### config.mk
export PLATFORM = sky130hd
export DESIGN_NAME = resolver_cfg_slave
export DESIGN_NICKNAME = d
export VERILOG_FILES = /design/src/rtl/rcfg_pkg.sv /design/src/rtl/rcfg_sync.sv /design/src/rtl/rcfg_spi_shift.sv /design/src/rtl/rcfg_regfile.sv /design/src/rtl/resolver_cfg_slave.sv
export SDC_FILE = /design/constraint.sdc
export NUM_CORES = 1
export LEC_CHECK = 0
export BUFFER_PORTS_ARGS = -buffer_cell sky130_fd_sc_hd__buf_4
export CELL_PAD_IN_SITES_DETAIL_PLACEMENT = 0
export CELL_PAD_IN_SITES_GLOBAL_PLACEMENT = 2
export CORE_ASPECT_RATIO = 0.9
export CORE_UTILIZATION = 42
export DETAILED_ROUTE_END_ITERATION = 6
export GPL_ROUTABILITY_DRIVEN = 0
export PLACE_DENSITY_LB_ADDON = 0.1
export SLEW_MARGIN = 25
export SYNTH_ARGS = -nofsm -noshare
export SYNTH_HDL_FRONTEND = slang
export SYNTH_SLANG_ARGS = --single-unit
### constraint.sdc
create_clock -name clk -period 2.2 [get_ports clk]
set_input_delay 0.22 -clock clk [delete_from_list [all_inputs] [get_ports clk]]
set_output_delay 0.22 -clock clk [all_outputs]
set_load 0.03 [all_outputs]
### src/rtl/rcfg_pkg.sv
package rcfg_pkg;
   localparam int BYTE_BITS = 8;

   localparam logic [7:0] ADDR_FCW   = 8'h91;
   localparam logic [7:0] ADDR_CTRL  = 8'h92;
   localparam logic [7:0] ADDR_SRST  = 8'hF0;
   localparam logic [7:0] ADDR_FAULT = 8'hFF;

   // packing is {A0, A1}
   typedef enum logic [1:0] {
      MODE_POS = 2'b00,
      MODE_VEL = 2'b01,
      MODE_CFG = 2'b10,
      MODE_RSV = 2'b11
   } mode_e;

   typedef struct packed {
      logic       valid;
      logic [7:0] data;
   } byte_evt_t;
endpackage

### src/rtl/rcfg_sync.sv
module rcfg_sync #(
   parameter int         W       = 1,
   parameter int         STAGES  = 2,
   parameter logic [W-1:0] RST_VAL = '0
) (
   input  logic         clk,
   input  logic         rst_n,
   input  logic [W-1:0] d,
   output logic [W-1:0] q
);
   logic [STAGES-1:0][W-1:0] chain;

   initial begin : elab_chk
      assert (STAGES >= 2) else $error("rcfg_sync: STAGES must be at least 2");
   end

   for (genvar k = 0; k < STAGES; k++) begin : g_stg
      logic [W-1:0] stg_q;
      if (k == 0) begin : g_first
         always_ff @(posedge clk or negedge rst_n) begin
            if (!rst_n) stg_q <= RST_VAL;
            else        stg_q <= d;
         end
      end else begin : g_next
         always_ff @(posedge clk or negedge rst_n) begin
            if (!rst_n) stg_q <= RST_VAL;
            else        stg_q <= chain[k-1];
         end
      end
      assign chain[k] = stg_q;
   end

   assign q = chain[STAGES-1];
endmodule

### src/rtl/rcfg_spi_shift.sv
module rcfg_spi_shift
   import rcfg_pkg::*;
#(
   parameter int SYNC_STAGES = 2
) (
   input  logic       clk,
   input  logic       rst_n,
   input  logic       sclk,
   input  logic       cs_n,
   input  logic       mosi,
   input  logic       tx_load,
   input  logic [7:0] tx_data,
   output byte_evt_t  evt,
   output logic       miso
);
   localparam int CNT_W = $clog2(BYTE_BITS);
   localparam logic [CNT_W-1:0] LAST_BIT = CNT_W'(BYTE_BITS - 1);

   logic [2:0] raw_in, sync_out;
   logic sclk_s, cs_s, mosi_s, sclk_d;
   logic rise, fall;
   logic [CNT_W-1:0] bit_cnt;
   logic [BYTE_BITS-1:0] rx_sr, tx_sr;
   logic miso_q;

   assign raw_in = {sclk, cs_n, mosi};

   rcfg_sync #(.W(3), .STAGES(SYNC_STAGES), .RST_VAL(3'b110)) u_sync (
      .clk   (clk),
      .rst_n (rst_n),
      .d     (raw_in),
      .q     (sync_out)
   );

   assign {sclk_s, cs_s, mosi_s} = sync_out;
   assign rise = sclk_s & ~sclk_d;
   assign fall = ~sclk_s & sclk_d;

   always_ff @(posedge clk or negedge rst_n) begin
      if (!rst_n) begin
         sclk_d  <= 1'b1;
         bit_cnt <= '0;
         rx_sr   <= '0;
         tx_sr   <= '0;
         miso_q  <= 1'b0;
         evt     <= '0;
      end else begin
         sclk_d    <= sclk_s;
         evt.valid <= 1'b0;
         if (cs_s) begin
            bit_cnt <= '0;
            rx_sr   <= '0;
            tx_sr   <= '0;
            miso_q  <= 1'b0;
         end else begin
            if (rise) begin
               rx_sr <= {rx_sr[BYTE_BITS-2:0], mosi_s};
               if (bit_cnt == LAST_BIT) begin
                  bit_cnt   <= '0;
                  evt.valid <= 1'b1;
                  evt.data  <= {rx_sr[BYTE_BITS-2:0], mosi_s};
               end else begin
                  bit_cnt <= bit_cnt + 1'b1;
               end
            end
            if (tx_load) begin
               tx_sr <= tx_data;
            end else if (fall) begin
               miso_q <= tx_sr[BYTE_BITS-1];
               tx_sr  <= {tx_sr[BYTE_BITS-2:0], 1'b0};
            end
         end
      end
   end

   assign miso = miso_q;

   // a byte needs eight rising edges, so two events never abut
   p_evt_spaced_r1: assert property (@(posedge clk) disable iff (!rst_n)
      evt.valid |=> !evt.valid);

   // frame release restarts the bit count
   p_cnt_restart_r1: assert property (@(posedge clk) disable iff (!rst_n)
      cs_s |=> (bit_cnt == '0));

   // no data on MISO outside a frame
   p_miso_idle_r3: assert property (@(posedge clk) disable iff (!rst_n)
      cs_s |=> !miso_q);
endmodule

### src/rtl/rcfg_regfile.sv
module rcfg_regfile
   import rcfg_pkg::*;
#(
   parameter int         THR_COUNT = 7,
   parameter logic [7:0] THR_BASE  = 8'h88,
   parameter logic [6:0] THR_RST   = 7'h00,
   parameter logic [6:0] CTRL_RST  = 7'h7E,
   parameter logic [6:0] FCW_RST   = 7'h28,
   parameter logic [6:0] FCW_MIN   = 7'h04,
   parameter logic [6:0] FCW_MAX   = 7'h50
) (
   input  logic       clk,
   input  logic       rst_n,
   input  byte_evt_t  evt,
   input  logic       active,
   input  logic [7:0] fault_in,
   input  logic       sample_n,
   output logic [7:0] rd_data,
   output logic [1:0] res_sel,
   output logic       hyst_en,
   output logic       lock_range,
   output logic [6:0] excit_fcw,
   output logic       freq_err
);
   localparam int IDX_W = (THR_COUNT > 1) ? $clog2(THR_COUNT) : 1;
   localparam logic [7:0] THR_LAST = THR_BASE + 8'(THR_COUNT - 1);

   initial begin : elab_chk
      assert (THR_COUNT >= 1) else $error("rcfg_regfile: THR_COUNT must be positive");
      assert (THR_BASE[7]) else $error("rcfg_regfile: THR_BASE must have bit 7 set");
      assert (int'(THR_BASE) + THR_COUNT - 1 < int'(ADDR_FCW))
         else $error("rcfg_regfile: thresholds overlap the frequency address");
      assert (FCW_MIN <= FCW_MAX) else $error("rcfg_regfile: empty frequency range");
      assert (FCW_RST >= FCW_MIN && FCW_RST <= FCW_MAX)
         else $error("rcfg_regfile: frequency reset value outside range");
   end

   logic [7:0] paddr_q;
   logic       pend_q;
   logic [6:0] ctrl_q, fcw_q;
   logic       ferr_q;
   logic [7:0] flt_q;
   logic [THR_COUNT-1:0][6:0] thr_vals;

   logic       is_addr, is_data, srst;
   logic [6:0] wr_d;
   logic       fcw_ok, in_thr;
   logic [IDX_W-1:0] thr_idx;
   logic [7:0] flt_view;

   assign is_addr  = evt.valid & active &  evt.data[7];
   assign is_data  = evt.valid & active & ~evt.data[7] & pend_q;
   assign wr_d     = evt.data[6:0];
   assign srst     = is_data && (paddr_q == ADDR_SRST) && (wr_d == 7'd0);
   assign fcw_ok   = (wr_d >= FCW_MIN) && (wr_d <= FCW_MAX);
   assign flt_view = flt_q | fault_in;

   // address tracking
   always_ff @(posedge clk or negedge rst_n) begin
      if (!rst_n) begin
         paddr_q <= '0;
         pend_q  <= 1'b0;
      end else if (is_addr) begin
         paddr_q <= evt.data;
         pend_q  <= 1'b1;
      end else if (srst) begin
         pend_q  <= 1'b0;
      end
   end

   // threshold bank
   for (genvar i = 0; i < THR_COUNT; i++) begin : g_thr
      localparam logic [7:0] MY_ADDR = THR_BASE + 8'(i);
      logic [6:0] val_q;
      always_ff @(posedge clk or negedge rst_n) begin
         if (!rst_n)                              val_q <= THR_RST;
         else if (is_data && paddr_q == MY_ADDR)  val_q <= wr_d;
      end
      assign thr_vals[i] = val_q;
   end

   // control register
   always_ff @(posedge clk or negedge rst_n) begin
      if (!rst_n)                                    ctrl_q <= CTRL_RST;
      else if (srst)                                 ctrl_q <= CTRL_RST;
      else if (is_data && paddr_q == ADDR_CTRL)      ctrl_q <= wr_d;
   end

   // excitation word with range guard
   always_ff @(posedge clk or negedge rst_n) begin
      if (!rst_n) begin
         fcw_q  <= FCW_RST;
         ferr_q <= 1'b0;
      end else if (is_data && paddr_q == ADDR_FCW) begin
         if (fcw_ok) fcw_q  <= wr_d;
         else        ferr_q <= 1'b1;
      end
   end

   // fault latch: clear has priority over capture
   always_ff @(posedge clk or negedge rst_n) begin
      if (!rst_n)                                    flt_q <= '0;
      else if (!sample_n || srst)                    flt_q <= '0;
      else if (is_addr && evt.data == ADDR_FAULT)    flt_q <= flt_view;
   end

   // read-back value for the next outgoing byte
   assign in_thr  = (evt.data >= THR_BASE) && (evt.data <= THR_LAST);
   assign thr_idx = IDX_W'(evt.data - THR_BASE);

   always_comb begin
      rd_data = 8'h00;
      if (is_addr) begin
         if (in_thr) begin
            rd_data = {1'b0, thr_vals[thr_idx]};
         end else begin
            case (evt.data)
               ADDR_FCW:   rd_data = {1'b0, fcw_q};
               ADDR_CTRL:  rd_data = {1'b0, ctrl_q};
               ADDR_FAULT: rd_data = flt_view;
               default:    rd_data = 8'h00;
            endcase
         end
      end
   end

   assign res_sel    = ctrl_q[1:0];
   assign hyst_en    = ctrl_q[4];
   assign lock_range = ctrl_q[5];
   assign excit_fcw  = fcw_q;
   assign freq_err   = ferr_q;

   // data with no pending address leaves state untouched
   p_orphan_r2: assert property (@(posedge clk) disable iff (!rst_n)
      (evt.valid && !evt.data[7] && !pend_q) |=> ($stable(ctrl_q) && $stable(fcw_q)));

   // rejected word leaves the register and raises the flag
   p_fcw_reject_r5: assert property (@(posedge clk) disable iff (!rst_n)
      (is_data && paddr_q == ADDR_FCW && !fcw_ok) |=> ($stable(fcw_q) && ferr_q));

   // error flag is sticky
   p_ferr_sticky_r5: assert property (@(posedge clk) disable iff (!rst_n)
      ferr_q |=> ferr_q);

   // soft reset restores control and drops the pending address
   p_srst_r7: assert property (@(posedge clk) disable iff (!rst_n)
      srst |=> (ctrl_q == CTRL_RST && !pend_q && flt_q == 8'h00));

   // outside configuration mode nothing moves
   p_inactive_r8: assert property (@(posedge clk) disable iff (!rst_n)
      (evt.valid && !active) |=> ($stable(ctrl_q) && $stable(paddr_q) && $stable(fcw_q)));

   // sample pulse empties the fault latch
   p_fault_clear_r9: assert property (@(posedge clk) disable iff (!rst_n)
      !sample_n |=> (flt_q == 8'h00));
endmodule

### src/rtl/resolver_cfg_slave.sv
module resolver_cfg_slave
   import rcfg_pkg::*;
#(
   parameter int         SYNC_STAGES = 2,
   parameter int         THR_COUNT   = 7,
   parameter logic [7:0] THR_BASE    = 8'h88,
   parameter logic [6:0] CTRL_RST    = 7'h7E,
   parameter logic [6:0] FCW_RST     = 7'h28,
   parameter logic [6:0] FCW_MIN     = 7'h04,
   parameter logic [6:0] FCW_MAX     = 7'h50
) (
   input  logic       clk,
   input  logic       rst_n,
   input  logic       spi_sclk,
   input  logic       spi_cs_n,
   input  logic       spi_mosi,
   output logic       spi_miso,
   input  logic       sel_a0,
   input  logic       sel_a1,
   input  logic       sample_n,
   input  logic [7:0] fault_in,
   output logic [1:0] res_sel,
   output logic       hyst_en,
   output logic       lock_range,
   output logic [6:0] excit_fcw,
   output logic       freq_err
);
   mode_e      mode;
   logic       active;
   byte_evt_t  evt;
   logic [7:0] rd_data;
   logic       miso_raw;

   assign mode   = mode_e'({sel_a0, sel_a1});
   assign active = (mode == MODE_CFG);

   rcfg_spi_shift #(.SYNC_STAGES(SYNC_STAGES)) u_shift (
      .clk     (clk),
      .rst_n   (rst_n),
      .sclk    (spi_sclk),
      .cs_n    (spi_cs_n),
      .mosi    (spi_mosi),
      .tx_load (evt.valid),
      .tx_data (rd_data),
      .evt     (evt),
      .miso    (miso_raw)
   );

   rcfg_regfile #(
      .THR_COUNT (THR_COUNT),
      .THR_BASE  (THR_BASE),
      .THR_RST   (7'h00),
      .CTRL_RST  (CTRL_RST),
      .FCW_RST   (FCW_RST),
      .FCW_MIN   (FCW_MIN),
      .FCW_MAX   (FCW_MAX)
   ) u_regs (
      .clk        (clk),
      .rst_n      (rst_n),
      .evt        (evt),
      .active     (active),
      .fault_in   (fault_in),
      .sample_n   (sample_n),
      .rd_data    (rd_data),
      .res_sel    (res_sel),
      .hyst_en    (hyst_en),
      .lock_range (lock_range),
      .excit_fcw  (excit_fcw),
      .freq_err   (freq_err)
   );

   assign spi_miso = miso_raw & active;

   // readout modes keep MISO low
   p_miso_quiet_r8: assert property (@(posedge clk) disable iff (!rst_n)
      !active |-> !spi_miso);
endmodule

Yosys cells after proc, flatten, opt, wreduce, memory -nomap -nowiden --
Index checks and enable logic that the tools add are counted. Widths: inputs -> output; s select.
Storage, ports and cells: memory bits (writable) 0, input port bits 16, memories kept 0, output and inout port bits 13, register bits 116, memory bits (read-only) 0, logic and storage cells 110, bits in latches 0
Operators by class: magnitude comparators 5, multipliers 0, shift-type cells 0, equality and inequality tests 16, bitwise logic cells 13, $add $sub $neg 2, multiplexer cells 25, divide/modulo/power cells 0, reduce and logical (&&, ||, !) cells 27
Operators with widths (count):
- $eq 8x8->1 const B | 13
- $mux 8 | 7
- $mux 7 | 5
- $mux 9 | 3
- $pmux 8 s3 | 1
- $bmux 7 s3 | 1
- $logic_and 1x1->1 | 14
- $reduce_bool 2->1 | 5
- $mux 3 | 3
- $ge 8x8->1 const B | 1
- $le 8x8->1 const B | 1
- $or 8x8->8 | 1
- $and 1x1->1 | 7
- $ge 7x3->1 const B | 1
- $le 7x7->1 const B | 1
- $logic_not 7->1 | 1
- $reduce_and 2->1 | 3
- $mux 1 | 5
- $not 1->1 | 5
- $lt 3x4->1 const B | 1
- $add 3x1->3 const B | 1
- $eq 3x3->1 const B | 1
- $reduce_and 3->1 | 1
- $reduce_bool 3->1 | 1
- other kinds (5) | 5

Logic depth before layout (Yosys ltp) --
depth in word-level cells 8, gate-level depth with buffers 6, depth with buffers taken out 5

Cells and area by module --
From an unflattened synthesis, not the netlist that was laid out.
Unflattened totals: cells, all modules 436, area, all modules 5397.7 µm²
Modules (own cells, without submodules):
- rcfg_regfile | cells an instance 320, area each 3966.3 µm², instances 1, seq. area each 2037.0 µm²
- rcfg_spi_shift | cells an instance 108, area each 1261.2 µm², instances 1, seq. area each 726.9 µm²
- rcfg_sync | cells an instance 6, area each 155.1 µm², instances 1, seq. area each 155.1 µm²
- resolver_cfg_slave | cells an instance 2, area each 15.0 µm², instances 1, seq. area each 0.0 µm²

Worst setup path after synthesis --
No wires, ideal clock.
path kind register to register, start point register, netlist name u_shift.evt[3], end point register u_regs.fcw_q[0] (netlist: u_regs.excit_fcw[0]), clock period less this slack 1.884 ns, data required time 2.075 ns, cell stages (with the launch flop) 5, path slack 0.316 ns, path buffers 0, arrival time 1.759 ns, library setup time 0.125 ns, cells stage by stage dfrtp_1 or4_4 or2_2 o2111ai_2 mux2_2
On the way: word-level cells in the longest chain between the ends 3, elaborated cells on any way between the ends 4, classes of those cells order compare (2); reduce/logical (2)
RTL lines:
- $ge 7x3->1 / $le 7x7->1 (equally long branches) | line rcfg_regfile.sv:55 | assign fcw_ok = (wr_d >= FCW_MIN) && (wr_d <= FCW_MAX);
- $logic_and 1x1->1 * | line rcfg_regfile.sv:55
- $reduce_and 2->1 (no line) *
- end signal: assignment | line rcfg_regfile.sv:95 | if (fcw_ok) fcw_q <= wr_d;
- end: declaration | line rcfg_regfile.sv:40 | logic [6:0] ctrl_q, fcw_q;
Mark *: on every way between the ends. The rest lies on a longest branch, timed or not. A chain may end at the register's enable or synchronous reset.

Worst setup path in the final report --
start point register, netlist name u_shift.evt[2], end point register u_regs.fcw_q[0] (netlist: u_regs.excit_fcw[0])
On the way: word-level cells in the longest chain between the ends 3, elaborated cells on any way between the ends 4, classes of those cells order compare (2); reduce/logical (2)
RTL lines (line):
- $ge 7x3->1 / $le 7x7->1 (equally long branches) | rcfg_regfile.sv:55
- $logic_and 1x1->1 * | rcfg_regfile.sv:55
- $reduce_and 2->1 (no line) *
Marks and branches as above.

==> flow_summary.ini <==
[floorplan]
die_y_um = 110
initial_core_util_pct = 42.9
core-area_mm2 = 0.0127
rows = 39
io_pins = 29
die_area_mm2 = 0.0134
die_width_um = 122

[critical_path]
end_kind = flip-flop
critPathSlowestCell = or4_4
critPathKind = reg2reg
worstPathCellList = or4_4, or2_2, o2111ai_2, mux2_2
worst-path-buf-inv = 0
critPathMaxStageDelay_ns = 0.58
crit_path_start_kind = flip-flop
cp_max_fo = 7
worstPathRequired_ns = 2.49
path_delay_family = simple AND/OR/NAND/NOR gates
arrival_ns = 2.32

[cells_and_area]
synthToLayoutAreaGrowth_pct = 21.6
instances_no_fill = 699
final_net_count = 540
final_cell_mix = 103 x dfrtp_1, 63 x buf_4, 62 x mux2_2
layout-drive-gt1-share_pct = 35.9
fill_cells = 1151
final_common_cell = dfrtp_1
diodes = 0

[pwr]
cellLeakagePower_nw = 3.07
swShare_pct = 19.8
p_seq_share_pct = 43.3
ir_worst_vdd_uv = 559
clkPwrFrac_pct = 54.4
p_switching_uw = 987
power.density_mw_per_mm2 = 754
comb_power_share_pct = 2.2
p_int_mw = 4.00

[global_route]
grt_pass1_vias = 3801
overflow = 0
grt_first_pass_wirelength_um = 21700
grt_max_degree = 60
grt_use_total_pct = 22.3
antenna_found_initial = 0

[clock_tree]
clock_sinks = 116
root_buffer = clkbuf_16
cts_setup_buffers = 0
tritoncts = built
cts_buffers = 17
clk_pin_slew_ns = 0.05
clk_latency_ns = 0.41
htreeDepth = 4
clockBufferDepth = 2

[route]
drt_first_pass_iters = 4
drtIter0Drc = 173
wl_per_cell_um = 19.4
vias = 3796
totalWireLength_um = 13600
route.detailed.drc = 0
viasPerCell = 5.43
ant_nets = 0

[yosys]
ys_ff_latch = 116
async_reset_ff_share_pct = 100
synth_edf_count = 0
synth_cells = 468
synth_area_mm2 = 0.00544
synth-main-ff-cell = dfrtp_1
synth_area_per_cell_um2 = 11.6
yosysWarnings = 0
ys_types = 54
seq_area_frac_synth_pct = 53.6
syn_nets = 486

[timing]
grt_setup_unrepaired = no
slew_headroom_pct = 57.6
max_slew.worst_pin.slew_ns = 0.634
fin_setup_tns_ns = 0
finalCriticalPeriod_ns = 2.02
slew_violations = 0
hold_viol = 0
fin_crit_sh_pct = 92.0
setup-violations-final = 0
max_freq_mhz = 494
clock_skew_ns = 0.00917
hold-worst-slack_ns = 0.0638
setup_ws_ns = 0.176

[outcome]
outcome = complete, no violations

[hold_path]
hp-class = in2reg

[placement]
hpwlAfterDp_um = 9530
pre_cts_ws_ns = 0.108
io_buffer_count = 28
dp_cells = 663

[job]
drv_cap = 0
worst register-to-register path: stages, from the launching register on:
cell	delay, ns
dfrtp_1	0.40
or4_4	0.58
or2_2	0.31
o2111ai_2	0.22
mux2_2	0.40
path summary, 6_finish.rpt:
kind                                                       start                       end  slack [ns]  cells past startpoint
worst min-delay path                                 fault_in[5]           u_regs.flt_q[5]        0.06                      3
worst max register to register                    u_shift.evt[2]       u_regs.excit_fcw[0]        0.18                      4
min in group asynchronous                                  rst_n           u_regs.flt_q[1]        0.30                      2
worst min register to register  u_shift.u_sync.g_stg[0].stg_q[0]       u_shift.u_sync.q[0]        0.35                      0
worst max-delay path                              u_shift.evt[2]       u_regs.excit_fcw[0]        0.18                      4
max in group asynchronous                                  rst_n  u_regs.g_thr[5].val_q[1]        1.18                      3
stage by stage:
stage | total power [mW] | util [%] | area (µm²)
finish | 4.99 | 52.2 | 6620
global route | 5.16 | 52.2 | 6620
CTS | 5.05 | 52.1 | 6620
detailed placement | 2.31 | 47.2 | 5990
global placement | 2.31 | 47.2 | 5990
floorplan | 2.22 | - | 5440
cell families (layout without fill, tap and decap cells):
group	count (synthesis)	in the layout	synth area share, %
muxes	86	86	18.3
buffers and inverters	37	104	3.08
and+or+nand+nor	142	142	13.6
AOI/OAI and AO/OA	85	85	10.9
DFF	116	116	53.6
adders and majority gates	2	2	0.460
flip-flops by register name, indices dropped and copies added, names as in the netlist:
name	flops
u_regs.freq_err	1
u_shift.evt	9
u_shift.u_sync.q	3
u_regs.pend_q	1
u_regs.paddr_q	8
u_shift.rx_sr	7
u_shift.tx_sr	8
u_shift.bit_cnt	3
u_regs.excit_fcw	7
u_shift.u_sync.g_stg.stg_q	3
u_shift.miso	1
u_regs.g_thr.val_q	49
u_shift.sclk_d	1
u_regs.flt_q	8
u_regs.ctrl_q	7
repair_timing:
action	4_1_cts	5_1_grt
resized for setup	0	1
hold endpoints to repair	26	0
setup endpoints to repair	0	2
hold buffers	4	0
layout make-up:
cell class	instances	area (µm²)	area share [%]
Clock inverter	5	75.1	1.13
Multi-Input combinational cell	315	2360	35.6
Timing Repair Buffer	68	533	8.05
Tap cell	164	205	3.10
Clock buffer	27	513	7.75
Inverter	4	15.0	0.227
Sequential cell	116	2920	44.1
per-layer routing:
layer	share of wire, %	GRT usage, %	up-vias
met3	4.3	5.14	11
met5	0	0	-
met1	49	31.0	1901
met2	46	34.2	73
met4	1.2	7.41	0
li1	-	-	1811
cells in the mapped netlist (5+ instances only):
| library cell | n | area [µm²] |
|---|---|---|
| a21oi_1 | 18 | 90.1 |
| nand3b_1 | 5 | 37.5 |
| clkbuf_1 | 22 | 82.6 |
| mux2_2 | 62 | 698 |
| nor2b_1 | 11 | 68.8 |
| nand2_1 | 49 | 184 |
| mux2i_1 | 15 | 150 |
| or2_2 | 8 | 50.1 |
| buf_2 | 5 | 25.0 |
| mux2_4 | 7 | 105 |
| o21ai_0 | 15 | 75.1 |
| a31oi_1 | 8 | 50.1 |
| nand3_1 | 8 | 40.0 |
| nor2_1 | 19 | 71.3 |
| nand2b_1 | 5 | 31.3 |
| o2bb2ai_1 | 7 | 61.3 |
| a22o_1 | 5 | 43.8 |
| dfstp_2 | 13 | 342 |
| dfrtp_1 | 103 | 2580 |
| nor3_1 | 14 | 70.1 |
power by group through the flow:
stage	registers, mW	clock network, mW	logic, mW
after floorplan	2.19	0	0.0310
after global placement	2.20	0	0.109
after detailed placement	2.20	0	0.111
after CTS	2.16	2.77	0.117
after global routing	2.16	2.87	0.128
final	2.16	2.72	0.111
Power figures use the tool's default switching activity.
